## src/rtl/tmr_pkg.sv

```systemverilog
package tmr_pkg;
  localparam int BYTE_W   = 8;
  localparam int CTRL_W   = 6;
  localparam logic [1:0] ADR_CTRL = 2'd2;
endpackage

```

## src/rtl/tmr_edge_sync.sv

```systemverilog
module tmr_edge_sync #(
  parameter int STAGES = 2
) (
  input  logic clk,
  input  logic rst_n,
  input  logic din,
  output logic rise
);
  logic [STAGES:0] sr;

  always_ff @(posedge clk or negedge rst_n) begin
    if (!rst_n) sr <= '0;
    else        sr <= {sr[STAGES-1:0], din};
  end

  assign rise = sr[STAGES-1] & ~sr[STAGES];

  // a detected edge lasts exactly one cycle
  a_r10_rise_single: assert property (@(posedge clk) disable iff (!rst_n)
    rise |=> !rise);
endmodule

```

## src/rtl/tmr_prediv.sv

```systemverilog
module tmr_prediv #(
  parameter int PS_W = 2
) (
  input  logic            clk,
  input  logic            rst_n,
  input  logic            clr,
  input  logic            adv,
  input  logic [PS_W-1:0] sel,
  output logic            fire
);
  localparam int CW = (1 << PS_W) - 1;
  logic [CW-1:0] cnt;
  logic [CW-1:0] lim;

  assign lim  = CW'((1 << sel) - 1);
  assign fire = adv && (cnt >= lim);

  always_ff @(posedge clk or negedge rst_n) begin
    if (!rst_n)    cnt <= '0;
    else if (clr)  cnt <= '0;
    else if (fire) cnt <= '0;
    else if (adv)  cnt <= cnt + 1'b1;
  end

  // a clear empties the prescaler
  a_r5_clr_empties: assert property (@(posedge clk) disable iff (!rst_n)
    clr |=> cnt == '0);
  // without a source event the prescaler holds
  a_r6_hold_idle: assert property (@(posedge clk) disable iff (!rst_n)
    (!adv && !clr) |=> $stable(cnt));
endmodule

```

## src/rtl/tmr16_trig.sv

```systemverilog
module tmr16_trig #(
  parameter int CNT_W       = 16,
  parameter int PS_W        = 2,
  parameter int SYNC_STAGES = 2,
  parameter int ADDR_W      = 2
) (
  input  logic              clk,
  input  logic              rst_n,
  input  logic              wr_en,
  input  logic [ADDR_W-1:0] wr_addr,
  input  logic [7:0]        wr_data,
  input  logic [ADDR_W-1:0] rd_addr,
  output logic [7:0]        rd_data,
  input  logic              tick_int,
  input  logic              ext_clk,
  input  logic              trig,
  input  logic              ovf_clr,
  output logic              ovf_flag
);
  import tmr_pkg::*;
  localparam int NBYTES = CNT_W / BYTE_W;

  logic [CNT_W-1:0] cnt, cnt_nx;
  logic [PS_W-1:0]  ps_sel;
  logic             osc_en, sync_ctl, src_ext, run;
  logic             cnt_wr, ext_rise, src_evt, pre_fire, ovf_set;
  logic [7:0]       byte_rd [NBYTES];

  assign cnt_wr  = wr_en && (wr_addr < ADDR_W'(NBYTES));
  assign src_evt = run && (src_ext ? ext_rise : tick_int);

  tmr_edge_sync #(.STAGES(SYNC_STAGES)) u_sync (
    .clk(clk), .rst_n(rst_n), .din(ext_clk), .rise(ext_rise));

  tmr_prediv #(.PS_W(PS_W)) u_pre (
    .clk(clk), .rst_n(rst_n), .clr(cnt_wr), .adv(src_evt),
    .sel(ps_sel), .fire(pre_fire));

  // Priority: byte write, then compare clear, then increment
  always_comb begin
    cnt_nx  = cnt;
    ovf_set = 1'b0;
    if (cnt_wr) begin
      for (int b = 0; b < NBYTES; b++)
        if (wr_addr == ADDR_W'(b)) cnt_nx[b*BYTE_W +: BYTE_W] = wr_data;
    end else if (trig) begin
      cnt_nx = '0;
    end else if (pre_fire) begin
      ovf_set = &cnt;
      cnt_nx  = cnt + 1'b1;
    end
  end

  // Count bytes are deliberately outside every reset
  always_ff @(posedge clk) cnt <= cnt_nx;

  always_ff @(posedge clk or negedge rst_n) begin
    if (!rst_n) begin
      {ps_sel, osc_en, sync_ctl, src_ext, run} <= '0;
    end else if (wr_en && wr_addr == ADR_CTRL) begin
      {ps_sel, osc_en, sync_ctl, src_ext, run} <= wr_data[CTRL_W-1:0];
    end
  end

  always_ff @(posedge clk or negedge rst_n) begin
    if (!rst_n)       ovf_flag <= 1'b0;
    else if (ovf_set) ovf_flag <= 1'b1;
    else if (ovf_clr) ovf_flag <= 1'b0;
  end

  for (genvar g = 0; g < NBYTES; g++) begin : g_rd
    assign byte_rd[g] = cnt[g*BYTE_W +: BYTE_W];
  end

  always_comb begin
    rd_data = 8'h00;
    for (int b = 0; b < NBYTES; b++)
      if (rd_addr == ADDR_W'(b)) rd_data = byte_rd[b];
    if (rd_addr == ADR_CTRL)
      rd_data = {2'b00, ps_sel, osc_en, sync_ctl, src_ext, run};
  end

  // an unopposed trigger zeroes the count
  a_r8_trig_clears: assert property (@(posedge clk) disable iff (!rst_n)
    (trig && !cnt_wr) |=> cnt == '0);
  // a trigger never raises the flag
  a_r8_no_ovf_on_trig: assert property (@(posedge clk) disable iff (!rst_n)
    (trig && !ovf_flag) |=> !ovf_flag);
  // the write beats the trigger
  a_r9_write_wins: assert property (@(posedge clk) disable iff (!rst_n)
    (trig && wr_en && wr_addr == '0) |=> cnt[7:0] == $past(wr_data));
  // stopped timer without writes or trigger holds its count
  a_r6_hold_off: assert property (@(posedge clk) disable iff (!rst_n)
    (!run && !cnt_wr && !trig) |=> $stable(cnt));
  // flag rises only with a rollover to zero
  a_r7_rise_rollover: assert property (@(posedge clk) disable iff (!rst_n)
    $rose(ovf_flag) |-> cnt == '0);
endmodule

```

## config.mk

```make
export PLATFORM = sky130hd
export DESIGN_NAME = tmr16_trig
export DESIGN_NICKNAME = d
export VERILOG_FILES = /design/src/rtl/tmr_pkg.sv /design/src/rtl/tmr_edge_sync.sv /design/src/rtl/tmr_prediv.sv /design/src/rtl/tmr16_trig.sv
export SDC_FILE = /design/constraint.sdc
export NUM_CORES = 1
export LEC_CHECK = 0
export BUFFER_PORTS_ARGS = -buffer_cell sky130_fd_sc_hd__buf_4
export CAP_MARGIN = 25
export CORE_MARGIN = 1.5
export CORE_UTILIZATION = 50
export CTS_CLUSTER_DIAMETER = 40
export DETAILED_ROUTE_END_ITERATION = 10
export PLACE_DENSITY = 0.75
export SYNTH_ARGS = -nofsm -noshare
export SYNTH_HDL_FRONTEND = slang
export SYNTH_SLANG_ARGS = --single-unit
```

## constraint.sdc

```tcl
create_clock -name clk -period 2.3 [get_ports clk]
set_input_delay 0.46 -clock clk [delete_from_list [all_inputs] [get_ports clk]]
set_output_delay 0.46 -clock clk [all_outputs]
set_load 0.005 [all_outputs]
```

== Word level (Yosys, flattened, before mapping) ==
Index checks and enable logic that the tools add are counted.
Widths: inputs -> output; s select.

* Add/subtract/negate cells: 3
* Magnitude comparators: 2
* Equality and inequality tests: 6
* Shifts and indexed selects: 1
* Muxes and demuxes: 17
* Bitwise operators: 2
* Reduce and logical (&&, ||, !) cells: 12

{| class="wikitable"
|+ Operators by type and width
! cell !! count
|-
| $mux 16 || 3
|-
| $mux 8 || 5
|-
| $add 16x1->16 const B || 1
|-
| $reduce_and 16->1 || 1
|-
| $mux 3 || 3
|-
| $mux 1 || 6
|-
| $reduce_bool 3->1 || 2
|-
| $eq 2x1->1 const B || 2
|-
| $eq 2x2->1 const B || 2
|-
| $logic_and 1x1->1 || 4
|-
| $logic_not 2->1 || 2
|-
| $ne 2x1->1 const B || 2
|-
| $reduce_and 2->1 || 2
|-
| $add 3x1->3 const B || 1
|-
| $ge 3x3->1 || 1
|-
| $shl 1x2->3 const A || 1
|-
| $sub 3x2->3 const B || 1
|-
| $lt 2x2->1 const B || 1
|-
| $reduce_bool 2->1 || 1
|-
| $and 1x1->1 || 1
|-
| $not 1->1 || 1
|}

* Register bits: 29
* Logic and storage cells: 53

== Logic depth before layout (Yosys ltp) ==
Gate-level depths: netlist of the first run.

* Depth in word-level cells: 9
* Depth in mapped cells: 6
* Depth with buffers taken out: 6

== Hierarchy ==
A second synthesis of the first run with hierarchy kept.

* Cells, all modules: 170
* Area total of the unflattened synthesis: 1,711.6 um^2

{| class="wikitable"
|+ Modules (own cells, without submodules)
! module !! times used !! cells an instance !! area an instance (um^2) !! sequential area each (um^2)
|-
| tmr16_trig || 1 || 139 || 1,370.1 || 655.6
|-
| tmr_prediv || 1 || 27 || 252.7 || 75.1
|-
| tmr_edge_sync || 1 || 4 || 88.8 || 75.1
|}

== Worst setup path before layout of the first run ==
Ideal clock, no wire load.

* Path type: register to register
* From: register ps_sel[0]
* To: register cnt[0], enable pin
* Setup time: 377 ps
* Arrival: 1,824 ps
* Slack: 99 ps
* Cell stages (with the launch flop): 7
* Path buffers: 0
* Clock period less this slack: 2,201 ps
* Path through: dfrtp_1 > or2_2 > ha_1 > nand2b_1 > a31oi_1 > nand2b_1 > a22oi_1

* Cells in the longest elaborated chain, start to end: 6

{| class="wikitable"
|+ RTL lines
! what !! line !! source
|-
| start, declared || tmr16_trig.sv:24 || <nowiki>logic [PS_W-1:0] ps_sel;</nowiki>
|-
| start signal, assigned || tmr16_trig.sv:61 || <nowiki>{ps_sel, osc_en, sync_ctl, src_ext, run} <= wr_data[CTRL_W-1:0];</nowiki>
|-
| $shl 1x2->3 || tmr_prediv.sv:15 || <nowiki>assign lim = CW'((1 << sel) - 1);</nowiki>
|-
| $sub 3x2->3 || tmr_prediv.sv:15 ||
|-
| $ge 3x3->1 || tmr_prediv.sv:16 || <nowiki>assign fire = adv && (cnt >= lim);</nowiki>
|-
| $logic_and 1x1->1 || tmr_prediv.sv:16 ||
|-
| $reduce_bool 3->1 (no source line) || n/a ||
|-
| $reduce_and 2->1 (no source line) || n/a ||
|-
| end signal, assigned || tmr16_trig.sv:55 || <nowiki>always_ff @(posedge clk) cnt <= cnt_nx;</nowiki>
|-
| end, declared || tmr16_trig.sv:23 || <nowiki>logic [CNT_W-1:0] cnt, cnt_nx;</nowiki>
|}

No other way between the ends.
A chain may end at the register's enable or synchronous reset.

== Worst setup path in the final report of the first run ==
* From: register ps_sel[0]
* To: register cnt[4], enable pin

Same word-level chain as after synthesis.

==> results.yml, run 1 <==
worst_hold_path:
  min_to: "u_sync.sr[0]"
  holdCritStartpoint: "ext_clk"
  timing.hold.worst.class: "input port to register"
  worst_hold_path.num_cells: 1
cells_and_area:
  num-nets-final: 223
  total_inserted_antenna_cells: 0
  area_growth_pct: 20.5
  layout.area.seq_um2: 806
  finalInstanceArea_um2: 2060
  finish.utilization: 0.621
  finish.cell_count_without_fillers: 246
  drive_above_1_share: 0.275
  filler_instances: 304
  multi_input_comb_area_um2: 871
drt:
  drt_first_pass_iters: 4
  wire_per_inst_um: 15.4
  detailedRoute.firstIterationViolations: 77
  routed_via_density: 5.33
  via_count: 1312
  wl_um: 3780
  detail_route.drc_violations: 0
  ant_nets: 0
cts:
  root_buffer: "sky130_fd_sc_hd__clkbuf_4"
  clkTransAtPathRegs_ns: 0.08
  cts_num_sinks: 29
  number_of_buffers_created_by_cts: 5
  tritoncts: "yes"
  ctsHtreeMaxLevel: 2
  clock_latency_ns: 0.33
  postCtsSetupRepairBufs: 0
  cts-root-to-sink-buffers: 2
floorplanning:
  pin_count: 28
  die_outline_area_um2: 3770
  floorplan.initialDensity: 0.515
  coreArea_um2: 3310
  vertical_die_dimension_um: 61.4
  die_width_um: 61.4
  rows: 21
worst_setup_path:
  worstReg2RegStart: "ps_sel[0]"
  critPathRequiredTime_ns: 2.27
  timing.critical_path.arrival_ns: 2.08
  critical_path_peak_fanout: 8
  setup.worst_path.end_class: "register"
  start_kind: "register"
  worst_r2r_path_depth: 6
  timing_worst_setup_path_type: "register to register"
  startpoint: "ps_sel[0]"
  worst_reg2reg_endpoint: "cnt[4]"
  worst-r2r-setup-slack_ns: 0.19
power:
  comb_power_share: 0.289
  total_switching_power_uw: 475
  p_int_uw: 989
  clock_power_share: 0.194
  power_frac_seq: 0.516
  switch_share: 0.324
  power_leakage_uw: 0.000827
  total_power_uw: 1460
  worst_ir_drop_vdd_uv: 400
  p_per_area_nw_per_um2: 712
synthesis:
  synth.cells.most_frequent: "sky130_fd_sc_hd__nand2_1, sky130_fd_sc_hd__edfxtp_1, sky130_fd_sc_hd__o21ai_0, sky130_fd_sc_hd__dfrtp_1, sky130_fd_sc_hd__xnor2_1"
  synthesis.nets: 187
  ys.flop_type: "sky130_fd_sc_hd__edfxtp_1"
  async_flop_share: 0.448
  synthesis.instances: 163
  yosys.cell_count.top_type: "sky130_fd_sc_hd__nand2_1"
  synth-seq-cells: 29
  netlist-cell-type-count: 33
  synth_largest_type_area_fraction: 0.282
  netlist_top_cells_area: "sky130_fd_sc_hd__edfxtp_1, sky130_fd_sc_hd__dfrtp_1, sky130_fd_sc_hd__xnor2_1, sky130_fd_sc_hd__nand2_1, sky130_fd_sc_hd__mux2i_1"
  yosys_warnings: 0
  synth.yosys.seq_area_share: 0.472
  yosysTopAreaCell: "sky130_fd_sc_hd__edfxtp_1"
  synth.cell_area_um2: 1710
  syn_avg_cell_area_um2: 10.5
  synth_enable_flop_cells: 16
grt:
  overflow: 0
  number_of_antenna_violations_at_the_first_check_in_global_routing: 0
  grtUsageTotal: 0.232
  grt_pass1_vias: 1289
  first_pass_grt_wire_length_um: 6150
  largest_net_degree_at_the_start_of_global_routing: 16
sta:
  timing.fmax_ghz: 0.475
  setup-violations-final: 0
  final_hold_violating_endpoints: 0
  maxSlewViolCount: 0
  worst_slew_margin_rel: 0.685
  final_critical_path_time_including_i_o_delays_and_setup_ns: 2.11
  portion_of_the_clock_cycle_consumed_by_the_worst_path_in_the_final_layout: 0.916
  skew_ns: 0.0116
  rsz_0062_raised_after_global_routing: "no"
  transition_time_of_the_tightest_slew_check_pin_ns: 0.473
  setup_ws_ns: 0.193
placed_design:
  detailed_place.area_um2: 1990
  dp_hpwl_um: 2980
  routabilityCongestion: 0.842
  port-buffer-count: 27
  numPlacedInstances: 237
  placement.setup.worst_slack_ns: -0.0204
flow_run:
  max_cap_viol_count: 0
status:
  outcome: "finished clean"
[area by class of cell]
class / count / area share
well taps: 46 / 0.0280
clock buffers: 7 / 0.0219
clock inverters: 1 / 0.00183
repair buffers: 33 / 0.122
flip-flops and latches: 29 / 0.392
multi-input cells: 124 / 0.424
inverters: 6 / 0.0110
[timing repair]
action	4_1_cts	5_1_grt
hold buffers	1	0
setup endpoints to repair	8	0
resized for setup	2	0
endpoints found under the hold margin	13	0
[cells in the final DEF (no fill, tap or decap), types with 2 or more instances in the layout]
master / netlist / routed
sky130_fd_sc_hd__edfxtp_1: 16 / 16
sky130_fd_sc_hd__nand3b_1: 3 / 3
sky130_fd_sc_hd__nor2b_1: 3 / 3
sky130_fd_sc_hd__nor4_2: 2 / 2
sky130_fd_sc_hd__o21ai_2: 2 / 2
sky130_fd_sc_hd__mux2_2: 6 / 6
sky130_fd_sc_hd__o21ai_1: 5 / 5
sky130_fd_sc_hd__xnor2_1: 13 / 13
sky130_fd_sc_hd__clkbuf_4: 0 / 5
sky130_fd_sc_hd__nor2_1: 7 / 7
sky130_fd_sc_hd__nand4_4: 2 / 2
sky130_fd_sc_hd__nand2b_1: 2 / 2
sky130_fd_sc_hd__clkbuf_1: 3 / 2
sky130_fd_sc_hd__mux2i_1: 8 / 8
sky130_fd_sc_hd__nand4_1: 2 / 2
sky130_fd_sc_hd__nand4b_1: 2 / 2
sky130_fd_sc_hd__o21ai_0: 14 / 14
sky130_fd_sc_hd__nor3_1: 4 / 4
sky130_fd_sc_hd__or2_2: 2 / 2
sky130_fd_sc_hd__a31oi_1: 2 / 2
sky130_fd_sc_hd__a21oi_1: 3 / 2
sky130_fd_sc_hd__buf_4: 0 / 32
sky130_fd_sc_hd__nand3_1: 6 / 6
sky130_fd_sc_hd__dfrtp_1: 13 / 13
sky130_fd_sc_hd__inv_1: 6 / 6
sky130_fd_sc_hd__nand2_1: 24 / 24
sky130_fd_sc_hd__ha_1: 5 / 5
[sequential cells by signal (all words and copies together) (netlist names)]
signal     flops
run            1
src_ext        1
osc_en         1
sync_ctl       1
u_pre.cnt      3
u_sync.sr      3
cnt           16
ovf_flag       1
ps_sel         2
[per-stage QoR]
stage,hold WS [ns],setup TNS [ns]
after floorplan,0.164,0
after global placement,0.309,0
after detailed placement,0.311,-0.163
after CTS,0.237,0
after global routing,0.223,0
final,0.244,0
[critical path: stages, from the launching register on]
cell and delay, ns:
sky130_fd_sc_hd__dfrtp_1 0.38, sky130_fd_sc_hd__or2_2 0.30, sky130_fd_sc_hd__ha_1 0.27, sky130_fd_sc_hd__nand2b_1 0.09, sky130_fd_sc_hd__a31oi_1 0.09, sky130_fd_sc_hd__nand2b_1 0.20
sky130_fd_sc_hd__a22oi_2 0.42
[power groups by stage]
stage                     Clock, uW  Combinational [uW]  Sequential (uW)
after floorplan                   0                 259              743
after global placement            0                 400              761
after detailed placement          0                 418              766
after CTS                       287                 427              755
after global routing            319                 472              771
final                           285                 423              756
[cells by family after synthesis]
group / count (synthesis) / share of synthesized area
AO/OA/AOI/OAI: 29 / 0.0946
flip-flops: 29 / 0.472
multiplexers: 14 / 0.0865
buffers and inverters: 10 / 0.0227
AND/OR/NAND/NOR: 62 / 0.216
adder cells (fa/ha/maj): 5 / 0.0367
XOR/XNOR: 14 / 0.0718
[worst max-delay path by stage]
| stage | endpoint | slack, ns | cells after the start |
|---|---|---|---|
| 3_5_place_dp | cnt[6] | -0.02 | 6 |
| 2_1_floorplan | cnt[0] | 0.1 | 6 |
| 6_report | cnt[4] | 0.19 | 6 |
| 5_1_grt | cnt[4] | 0.07 | 6 |
| 3_3_place_gp | cnt[1] | 0.08 | 6 |
| 4_1_cts | cnt[4] | 0.19 | 6 |
[metal layers]
layer / global-route usage / part of all wire
met1: 0.307 / 0.46
met2: 0.378 / 0.48
met3: 0.0546 / 0.038
met4: 0.0760 / 0.014
met5: 0 / 0
Power figures use the tool's default switching activity.
==> run 2: changes to the inputs <==
ABC_AREA = 1   (was unset)
==> run 2 against run 1 <==
Compared with the run above:
- synthesized area rose by 4.5%
- critical path depth rose by 1
- combinational power fell by 18%
- clock skew fell by 0.0037 ns
- clock power rose by 21%
- synthesized cell count rose by 36%
- sequential cell count did not move
- critical path type unchanged
==> results.yml, run 2 <==
status:
  outcome: "finished clean"
worst_setup_path:
  critical_path_peak_fanout: 8
  timing_worst_setup_path_type: "register to register"
  timing.critical_path.arrival_ns: 1.97
  setup.worst_path.end_class: "register"
  start_kind: "register"
  critPathRequiredTime_ns: 2.34
floorplanning:
  floorplan.initialDensity: 0.526
  coreArea_um2: 3390
  rows: 21
  die_outline_area_um2: 3940
  vertical_die_dimension_um: 62.7
  die_width_um: 62.7
  pin_count: 28
grt:
  first_pass_grt_wire_length_um: 7540
  grt_pass1_vias: 1625
  largest_net_degree_at_the_start_of_global_routing: 15
  grtUsageTotal: 0.251
  overflow: 0
  number_of_antenna_violations_at_the_first_check_in_global_routing: 0
drt:
  top_signal_layer_used: "met4"
  detailedRoute.firstIterationViolations: 167
  routed_via_density: 5.43
  route.layer.met1.wl_um: 1870
  drt_first_pass_iters: 5
  via_count: 1656
  detail_route.drc_violations: 0
  routed-wl-met3_um: 315
  wire_per_inst_um: 14.8
  ant_nets: 0
  wl_met2_um: 2220
  wl_um: 4520
cells_and_area:
  most_common_cell_after_layout_fill_and_taps_aside: "sky130_fd_sc_hd__nand2_1"
  finalInstanceArea_um2: 2130
  num-nets-final: 282
  layout.area.seq_um2: 806
  multi_input_comb_area_um2: 870
  top_regs: "cnt: 16 flops, u_pre.cnt: 3 flops, u_sync.sr: 3 flops"
  filler_instances: 279
  total_inserted_antenna_cells: 0
  drive_above_1_share: 0.224
  area_growth_pct: 19.5
  largest_register_ff_count: 16
  largest-register: "cnt"
  layout.cells.most_common_list: "sky130_fd_sc_hd__nand2_1, sky130_fd_sc_hd__buf_4, sky130_fd_sc_hd__inv_1"
cts:
  clock_latency_ns: 0.32
  clkTransAtPathRegs_ns: 0.09
  postCtsSetupRepairBufs: 0
  cts_resized: 0
  ctsHtreeMaxLevel: 2
  root_buffer: "sky130_fd_sc_hd__clkbuf_4"
  cts_num_sinks: 29
  tritoncts: "yes"
  number_of_buffers_created_by_cts: 5
  cts-root-to-sink-buffers: 2
synthesis:
  ys.flop_type: "sky130_fd_sc_hd__edfxtp_1"
  yosys_warnings: 0
  yosysTopAreaCell: "sky130_fd_sc_hd__edfxtp_1"
  synth.yosys.seq_area_share: 0.452
  synthesis.instances: 222
  syn_avg_cell_area_um2: 8.04
  synth.cell_area_um2: 1780
  yosys.cell_count.top_type: "sky130_fd_sc_hd__nand2_1"
  synth_largest_type_area_fraction: 0.269
  netlist_top_cells_area: "sky130_fd_sc_hd__edfxtp_1, sky130_fd_sc_hd__dfrtp_1, sky130_fd_sc_hd__nand2_1, sky130_fd_sc_hd__inv_1, sky130_fd_sc_hd__nor2_1"
  async_flop_share: 0.448
  synth_enable_flop_cells: 16
  synth-seq-cells: 29
  netlist-cell-type-count: 30
  synthesis.nets: 246
  synth.cells.most_frequent: "sky130_fd_sc_hd__nand2_1, sky130_fd_sc_hd__inv_1, sky130_fd_sc_hd__nor2_1, sky130_fd_sc_hd__edfxtp_1, sky130_fd_sc_hd__dfrtp_1"
sta:
  portion_of_the_clock_cycle_consumed_by_the_worst_path_in_the_final_layout: 0.838
  skew_ns: 0.00786
  rsz_0062_raised_after_global_routing: "no"
  worst_slew_margin_rel: 0.742
  timing.fmax_ghz: 0.519
  final_critical_path_time_including_i_o_delays_and_setup_ns: 1.93
  transition_time_of_the_tightest_slew_check_pin_ns: 0.385
  final_hold_violating_endpoints: 0
  maxSlewViolCount: 0
  setup-violations-final: 0
  fin_tns_setup_ns: 0
worst_hold_path:
  timing.hold.worst.class: "input port to register"
placed_design:
  detailed_place.area_um2: 2050
  dp_hpwl_um: 3560
  port-buffer-count: 27
  routabilityCongestion: 0.974
power:
  power_leakage_uw: 0.000996
  total_power_uw: 1400
  p_per_area_nw_per_um2: 657
  worst_ir_drop_vdd_uv: 449
flow_run:
  max_cap_viol_count: 0
run 2: cell count changes after synthesis, moves of 3 or more:
cell,delta
sky130_fd_sc_hd__mux2_2,-3
sky130_fd_sc_hd__nor2_4,+3
sky130_fd_sc_hd__mux2i_1,-8
sky130_fd_sc_hd__clkbuf_1,-3
sky130_fd_sc_hd__nand3_1,+4
sky130_fd_sc_hd__nor2_2,+4
sky130_fd_sc_hd__o211ai_1,+4
sky130_fd_sc_hd__inv_1,+19
sky130_fd_sc_hd__o21ai_0,-3
sky130_fd_sc_hd__nor2b_1,-3
sky130_fd_sc_hd__nor2_1,+15
sky130_fd_sc_hd__nand2_1,+44
sky130_fd_sc_hd__nand2_2,+3
sky130_fd_sc_hd__xnor2_1,-13
run 2: metal layers:
layer,vias to the layer above,track usage
li1,813,-
met1,762,0.310
met2,68,0.429
met3,13,0.0486
met4,0,0.108
met5,-,0
run 2: logic make-up (layout without fill, tap and decap cells):
logic type	after synthesis	count (layout)	synth area share
simple gates	122	122	0.307
compound gates	35	35	0.121
flops	29	29	0.452
buf+inv	27	64	0.0610
fa+ha+maj	5	5	0.0351
mux	3	3	0.0189
xor+xnor	1	1	0.00491
run 2: final cells by class:
| cell class | instances | share of cell area |
|---|---|---|
| clock inverters | 1 | 0.00235 |
| well taps | 46 | 0.0270 |
| inverters | 25 | 0.0440 |
| flip-flops and latches | 29 | 0.378 |
| repair buffers | 31 | 0.110 |
| clock buffers | 7 | 0.0305 |
| multi-input cells | 166 | 0.408 |
run 2: final timing paths:
path / from / to / slack, ns / cells past startpoint
worst max-delay path: ps_sel[0] / cnt[5] / 0.37 / 7
worst min-delay path: ext_clk / u_sync.sr[0] / 0.24 / 1
worst max register to register: ps_sel[0] / cnt[5] / 0.37 / 7
worst min register to register: u_sync.sr[0] / u_sync.sr[1] / 0.37 / 0
max in group asynchronous: rst_n / run / 1.64 / 2
min in group asynchronous: rst_n / u_pre.cnt[0] / 0.50 / 2
run 2: through the flow:
step | utilization | setup WS [ns] | cells | hold WS [ns]
final | 0.629 | 0.372 | 305 | 0.237
after global routing | 0.629 | 0.229 | 305 | 0.218
after CTS | 0.629 | 0.379 | 305 | 0.227
after detailed placement | 0.605 | 0.424 | 296 | 0.311
after global placement | 0.605 | 0.472 | 296 | 0.311
after floorplan | - | 0.278 | 222 | 0.164
run 2: repair_timing:
action,CTS,global route
setup endpoints to repair,0,0
hold endpoints to repair,13,0
hold buffers,1,0
run 2: where the power goes:
group / switching, uW / internal [uW]
Combinational: 197 / 150
Sequential: 75.0 / 634
Clock: 168 / 177
Total: 440 / 962
run 2: worst max-delay path, stage by stage (launching register included):
cell                       delay [ns]
sky130_fd_sc_hd__dfrtp_1         0.42
sky130_fd_sc_hd__or2_2           0.31
sky130_fd_sc_hd__ha_1            0.20
sky130_fd_sc_hd__nand3b_1        0.17
sky130_fd_sc_hd__nand3_1         0.10
sky130_fd_sc_hd__nand2_2         0.09
sky130_fd_sc_hd__a22oi_1         0.16
sky130_fd_sc_hd__buf_4           0.20
